$ cat src/rtl/lifePkg.sv
package lifePkg;
  localparam int ROWS  = 8;
  localparam int COLS  = 8;
  localparam int CELLS = ROWS * COLS;

  typedef logic [CELLS-1:0] board_t;

  // control -> datapath strobes
  typedef struct packed {
    logic load;     // take a new seed into both copies
    logic advance;  // step slow copy once, fast copy twice
  } ctlStrobes_t;

  // cell value, with the fixed checkerboard ring outside the board
  function automatic logic cellAt(board_t b, int r, int c);
    if (r < 0 || r >= ROWS || c < 0 || c >= COLS)
      return ((r + c) & 1) == 0;
    return b[r * COLS + c];
  endfunction

  function automatic board_t nextGen(board_t b);
    board_t n;
    int cnt;
    n = '0;
    for (int r = 0; r < ROWS; r++) begin
      for (int c = 0; c < COLS; c++) begin
        cnt = 0;
        for (int dr = -1; dr <= 1; dr++) begin
          for (int dc = -1; dc <= 1; dc++) begin
            if ((dr != 0 || dc != 0) && cellAt(b, r + dr, c + dc))
              cnt++;
          end
        end
        n[r * COLS + c] = (cnt == 3) || (cnt == 2 && b[r * COLS + c]);
      end
    end
    return n;
  endfunction
endpackage

$ cat src/rtl/lifeDatapath.sv
module lifeDatapath
  import lifePkg::*;
#(
  parameter int              LFSR_W = 23,
  parameter int              TAP_LO = 18,
  parameter logic [LFSR_W-1:0] SEED = 1
) (
  input  logic        clk,
  input  logic        rstN,
  input  ctlStrobes_t ctl,
  output board_t      board,
  output logic        repeatHit,
  output logic        deadHit
);
  logic [LFSR_W-1:0] lfsrQ, lfsrNext;
  board_t tortQ, hareQ, seedBits;
  board_t tortNext, hareMid, hareNext;
  logic   steppedQ;

  // all 64 LFSR clocks of one reseed, unrolled into one cycle
  always_comb begin : seedGen
    logic [LFSR_W-1:0] s;
    logic fb;
    s        = lfsrQ;
    seedBits = '0;
    for (int k = 0; k < CELLS; k++) begin
      fb          = s[LFSR_W-1] ^ s[TAP_LO-1];
      seedBits[k] = fb;
      s           = {s[LFSR_W-2:0], fb};
    end
    lfsrNext = s;
  end

  always_comb begin
    tortNext = nextGen(tortQ);
    hareMid  = nextGen(hareQ);
    hareNext = nextGen(hareMid);
  end

  always_ff @(posedge clk) begin
    if (!rstN) begin
      lfsrQ    <= SEED;
      tortQ    <= '0;
      hareQ    <= '0;
      steppedQ <= 1'b0;
    end else if (ctl.load) begin
      lfsrQ    <= lfsrNext;
      tortQ    <= seedBits;
      hareQ    <= seedBits;
      steppedQ <= 1'b0;
    end else if (ctl.advance) begin
      tortQ    <= tortNext;
      hareQ    <= hareNext;
      steppedQ <= 1'b1;
    end
  end

  assign board     = tortQ;
  assign repeatHit = steppedQ && (tortQ == hareQ);
  assign deadHit   = (tortQ == '0);

  AST_LFSR_NONZERO: assert property (@(posedge clk) disable iff (!rstN)
    lfsrQ != '0);
  AST_HOLD_WITHOUT_STROBE: assert property (@(posedge clk) disable iff (!rstN)
    (!ctl.load && !ctl.advance) |=> ($stable(tortQ) && $stable(hareQ)));
  AST_COPIES_MATCH_AFTER_LOAD: assert property (@(posedge clk) disable iff (!rstN)
    ctl.load |=> (tortQ == hareQ));
  AST_SEED_ALIVE: assert property (@(posedge clk) disable iff (!rstN)
    ctl.load |=> (tortQ != '0));
  AST_REPEAT_RESEEDS: assert property (@(posedge clk) disable iff (!rstN)
    (repeatHit && !ctl.load) |=> ctl.load);
  AST_DEAD_RESEEDS: assert property (@(posedge clk) disable iff (!rstN)
    (deadHit && !ctl.load) |=> ctl.load);
endmodule

$ cat src/rtl/lifeControl.sv
module lifeControl
  import lifePkg::*;
(
  input  logic        clk,
  input  logic        rstN,
  input  logic        stepStrobe,
  input  logic        repeatHit,
  input  logic        deadHit,
  output ctlStrobes_t ctl,
  output logic        reseedPulse
);
  logic pulseQ;
  logic pending;

  assign pending = repeatHit || deadHit;

  always_ff @(posedge clk) begin
    if (!rstN) pulseQ <= 1'b0;
    else       pulseQ <= !pulseQ && pending;
  end

  always_comb begin
    ctl.load    = pulseQ;
    ctl.advance = stepStrobe && !pulseQ && !pending;  // gating
  end

  assign reseedPulse = pulseQ;

  AST_PULSE_SINGLE: assert property (@(posedge clk) disable iff (!rstN)
    pulseQ |=> !pulseQ);
  AST_NO_STEP_WHILE_RESEED: assert property (@(posedge clk) disable iff (!rstN)
    (pulseQ || pending) |-> !ctl.advance);
endmodule

$ cat src/rtl/lifeEngine.sv
module lifeEngine #(
  parameter int                LFSR_W = 23,
  parameter int                TAP_LO = 18,
  parameter logic [LFSR_W-1:0] SEED   = 1
) (
  input  logic                      clk,
  input  logic                      rstN,
  input  logic                      stepStrobe,
  output logic [lifePkg::CELLS-1:0] board,
  output logic                      reseedPulse
);
  lifePkg::ctlStrobes_t ctl;
  logic repeatHit, deadHit;

  lifeControl ctrl_i (
    .clk(clk), .rstN(rstN), .stepStrobe(stepStrobe),
    .repeatHit(repeatHit), .deadHit(deadHit),
    .ctl(ctl), .reseedPulse(reseedPulse)
  );

  lifeDatapath #(.LFSR_W(LFSR_W), .TAP_LO(TAP_LO), .SEED(SEED)) dp_i (
    .clk(clk), .rstN(rstN), .ctl(ctl),
    .board(board), .repeatHit(repeatHit), .deadHit(deadHit)
  );

  AST_RESET_CLEAR: assert property (@(posedge clk)
    !rstN |=> (board == '0 && !reseedPulse));
endmodule

$ cat config.mk
export PLATFORM = sky130hd
export DESIGN_NAME = lifeEngine
export DESIGN_NICKNAME = d
export VERILOG_FILES = /design/src/rtl/lifePkg.sv /design/src/rtl/lifeDatapath.sv /design/src/rtl/lifeControl.sv /design/src/rtl/lifeEngine.sv
export SDC_FILE = /design/constraint.sdc
export NUM_CORES = 2
export LEC_CHECK = 0
export BUFFER_PORTS_ARGS = -buffer_cell sky130_fd_sc_hd__clkbuf_2
export CORE_AREA = 3 3 433 435
export DETAILED_ROUTE_END_ITERATION = 16
export DIE_AREA = 0 0 436 438
export PLACE_DENSITY_LB_ADDON = 0.12
export SLEW_MARGIN = 10
export SYNTH_ARGS = -nofsm -noshare
export SYNTH_HDL_FRONTEND = slang
export SYNTH_HIERARCHICAL = 1
export SYNTH_SLANG_ARGS = --single-unit
$ cat constraint.sdc
create_clock -name clk -period 12.35 [get_ports clk]
set_input_delay 2.47 -clock clk [delete_from_list [all_inputs] [get_ports clk]]
set_output_delay 2.47 -clock clk [all_outputs]
set_load 0.05 [all_outputs]
==> flow_metrics.env <==
export IMPL_slew_viol_final=0
export IMPL_slew_headroom=0.09792
export IMPL_wl_um=259600
export IMPL_ant_nets=0
export IMPL_clock_skew_ps=36.88
export IMPL_cts_clk_slew_worst_paths_ps=110
export IMPL_r2r_slack_ps=1960
export IMPL_r2r_start="dp_i/hareQ[37]$_SDFFE_PN0P_"
export IMPL_critPathCaptureType="flop"
export IMPL_max_freq_ghz=0.09626
export IMPL_critical_path_class="flop to flop"
export IMPL_dieArea_um2=191000
export IMPL_cts_tree="yes"
export IMPL_drt_iter0_drc=5108
export IMPL_routed_via_density=5.887
export IMPL_die_x_um=436
export IMPL_gp_congestion=0.9210
export IMPL_clkLatencyLatePin_ps=580
export IMPL_syn_avg_cell_area_um2=7.517
export IMPL_gr_total_overflow=0
export IMPL_min_path_type="flop to flop"
export IMPL_p_leak_nw=34.58
export IMPL_power_per_cell_area_nw_per_um2=249.5
export IMPL_seq_area_frac_synth=0.04177
export IMPL_placed_area_um2=76160
export IMPL_ys_flop_type="dfxtp_1"
export IMPL_area_growth_pct=4.718
export IMPL_cp_data_arrival_time_ps=10890
export IMPL_crit_required_ps=12850
export IMPL_die_y_um=438
export IMPL_crit_top_cell="ha_1"
export IMPL_drcViolationCount=0
export IMPL_vias=70550
export IMPL_drv_cap=0
export IMPL_io_buffer_count=67
export IMPL_worst_pin_slew_ps=1349
export IMPL_grt_total_usage=0.2622
export IMPL_syn_area_um2=73330
export IMPL_synth_distinct_cells=134
export IMPL_first_pass_iters=8
export IMPL_fp_coreArea_um2=183500
export IMPL_clockBufferDepth=2
export IMPL_num_rows=157
export IMPL_fin_nets=10650
export IMPL_synth_seq_cells=153
export IMPL_final_layout_size_suffix_gt1_frac=0.08501
export IMPL_rsz0062_at_grt="false"
export IMPL_r2r_end="dp_i/hareQ[53]$_SDFFE_PN0P_"
export IMPL_async_reset_ff_frac=0
export IMPL_cts_sinks=153
export IMPL_status="complete, no violations"
export IMPL_start_util=0.3997
export IMPL_yosys_warnings=6
export IMPL_start_kind="flop"
export IMPL_grt_max_degree=52
export IMPL_grt_pass1_wl_um=396200
export IMPL_fin_crit_sh=0.8412
export IMPL_startpoint="dp_i/hareQ[37]$_SDFFE_PN0P_"
export IMPL_post_cts_resized=0
export IMPL_min_delay_start="dp_i/steppedQ$_SDFFE_PP0P_"
export IMPL_hpwl_um=196000
export IMPL_cts_setup_buffers=0
export IMPL_reg2regPathDepth=47
export IMPL_wl_per_cell_um=21.66
export IMPL_grt_pass1_vias=66800
export IMPL_io_pins=68
export IMPL_fin_area_um2=76790
export IMPL_finalSetupViolCount=0
export IMPL_hold_viol=0
export IMPL_antenna_found_initial=6
export IMPL_ir_worst_vdd_uv=178.9
export IMPL_cts_root_buf="clkbuf_16"
export IMPL_fin_tns_setup_ps=0
export IMPL_crit_path_max_fanout=20
export IMPL_cpPeakStageDelay_ps=820
export IMPL_cts_hold_buffers=0
export IMPL_slowest_stage="dfxtp_1"
export IMPL_synth_fp_nets=10900
export IMPL_netlist_instances=9755
export IMPL_critPathCapture="dp_i/hareQ[53]$_SDFFE_PN0P_"
export IMPL_fin_crit_ps=10390
export IMPL_cts_buffers_inserted=17
export IMPL_htree_levels=4
export IMPL_synth_edff_count=0
==> final cells by class <==
| cell class | count | area (um^2) |
|---|---|---|
| tap | 2464 | 3083 |
| clock inverter | 15 | 192.7 |
| inverter | 587 | 2210 |
| sequential | 153 | 3084 |
| clock buffer | 17 | 425.4 |
| fill | 18860 | 106700 |
| timing repair buffer | 276 | 1904 |
| multi-input combinational | 8469 | 65880 |
| antenna | 2 | 5.005 |
==> cells by family (layout without fill, tap and decap cells) <==
logic type               after synthesis  after routing  synth area share
multiplexers                         427            427           0.06363
buffers and inverters               1133            895           0.06160
AO/OA/AOI/OAI                       2066           2066            0.1929
adder cells (fa/ha/maj)             1149           1149            0.2011
AND/OR/NAND/NOR                     3196           3196            0.2098
other                                  0              2                 0
XOR/XNOR                            1631           1631            0.2292
flip-flops                           153            153           0.04177
==> critical path, delay by kind of cell, from the launching register on <==
family / cells / cell delay, ps
adders and majority gates: 11 / 3090
AOI/OAI and AO/OA: 14 / 2800
and+or+nand+nor: 14 / 2250
buffers and inverters: 7 / 1110
DFF: 1 / 820
xor gates and xnor gates: 1 / 190
==> layer usage <==
layer  part of all wire  vias to the layer above  track usage
met5            0.00091                        -     0.007056
met2               0.45                     1770       0.4335
met4              0.036                        8      0.08834
met1               0.46                    34030       0.3472
met3              0.056                      303      0.03868
li1                   -                    34440            -
==> worst min path at each step <==
| stage | to | slack, ps | depth (start not counted) |
|---|---|---|---|
| floorplan | dp_i/steppedQ$_SDFFE_PP0P_ | 470 | 2 |
| global placement | dp_i/steppedQ$_SDFFE_PP0P_ | 480 | 2 |
| detailed placement | dp_i/steppedQ$_SDFFE_PP0P_ | 490 | 2 |
| CTS | dp_i/steppedQ$_SDFFE_PP0P_ | 500 | 2 |
| global route | dp_i/steppedQ$_SDFFE_PP0P_ | 520 | 2 |
| finish | dp_i/steppedQ$_SDFFE_PP0P_ | 510 | 2 |
==> where the power goes <==
| group | switching, W | internal [W] | leakage [nW] |
|---|---|---|---|
| Sequential | 0.000276 | 0.000587 | 1.25 |
| Combinational | 0.0107 | 0.00694 | 33.0 |
| Clock | 0.000365 | 0.000294 | 0.304 |
| Total | 0.0113 | 0.00782 | 34.6 |
==> through the flow <==
stage	util	power [W]	hold slack [ps]	setup WS [ps]	cells
after floorplan	-	0.01413	465.1	2690	9755
after global placement	0.4151	0.01781	483.5	2242	11950
after detailed placement	0.4151	0.01829	486.2	2096	11950
after CTS	0.4185	0.01908	503.5	2038	11980
after global routing	0.4185	0.02136	519.3	1162	11980
final	0.4185	0.01916	513.5	1962	11980
==> flip-flops by register name, indices dropped and copies added, names as in the netlist <==
register and count:
dp_i/lfsrQ 23, ctrl_i/reseedPulse 1, dp_i/board 64, dp_i/steppedQ 1, dp_i/hareQ 64
==> cells in the final DEF (no fill, tap or decap), types with 36 or more instances in the layout <==
| cell type | count |
|---|---|
| or3_1 | 48 |
| mux2_2 | 212 |
| nor3b_1 | 41 |
| xor3_1 | 36 |
| nor2b_1 | 61 |
| o22ai_1 | 68 |
| clkbuf_2 | 67 |
| xnor2_1 | 940 |
| nor2_1 | 543 |
| o21ai_0 | 417 |
| nor4_1 | 62 |
| o31ai_1 | 96 |
| o211ai_1 | 77 |
| nand3_1 | 343 |
| ha_1 | 1092 |
| o2111ai_1 | 55 |
| o311ai_0 | 40 |
| a21oi_1 | 439 |
| a21o_1 | 42 |
| nor3_1 | 176 |
| xnor2_2 | 38 |
| and2_1 | 101 |
| and3_1 | 84 |
| mux2i_1 | 204 |
| o21a_1 | 58 |
| xor2_1 | 491 |
| nand4_1 | 171 |
| inv_2 | 70 |
| dfxtp_1 | 138 |
| nand2b_1 | 87 |
| a31oi_1 | 145 |
| a211oi_1 | 72 |
| inv_1 | 480 |
| buf_4 | 209 |
| xnor3_1 | 110 |
| nand2_1 | 1252 |
| fa_1 | 51 |
==> synthesized netlist by cell type, types with 51 or more instances <==
cell	number	area, um^2
nand2_1	1253	4703
ha_1	1092	13660
xnor2_1	940	8233
nor2_1	547	2053
xor2_1	493	4318
inv_1	481	1805
a21oi_1	439	2197
o21ai_0	417	2087
nand3_1	343	1717
clkbuf_1	310	1164
mux2_2	212	2387
mux2i_1	204	2042
nor3_1	182	910.9
nand4_1	171	1070
dfxtp_1	153	3063
a31oi_1	145	907.1
buf_2	110	550.5
xnor3_1	110	2477
and2_1	101	631.9
o31ai_1	96	720.7
buf_1	95	356.6
nand2b_1	87	544.3
and3_1	84	525.5
a211oi_1	77	578.1
o211ai_1	77	578.1
inv_2	69	259.0
o22ai_1	68	425.4
nor2b_1	62	387.9
nor4_1	62	387.9
o21a_1	58	435.4
o2111ai_1	55	481.7
fa_1	51	1021
No activity file was read; power rests on OpenSTA's default activity.
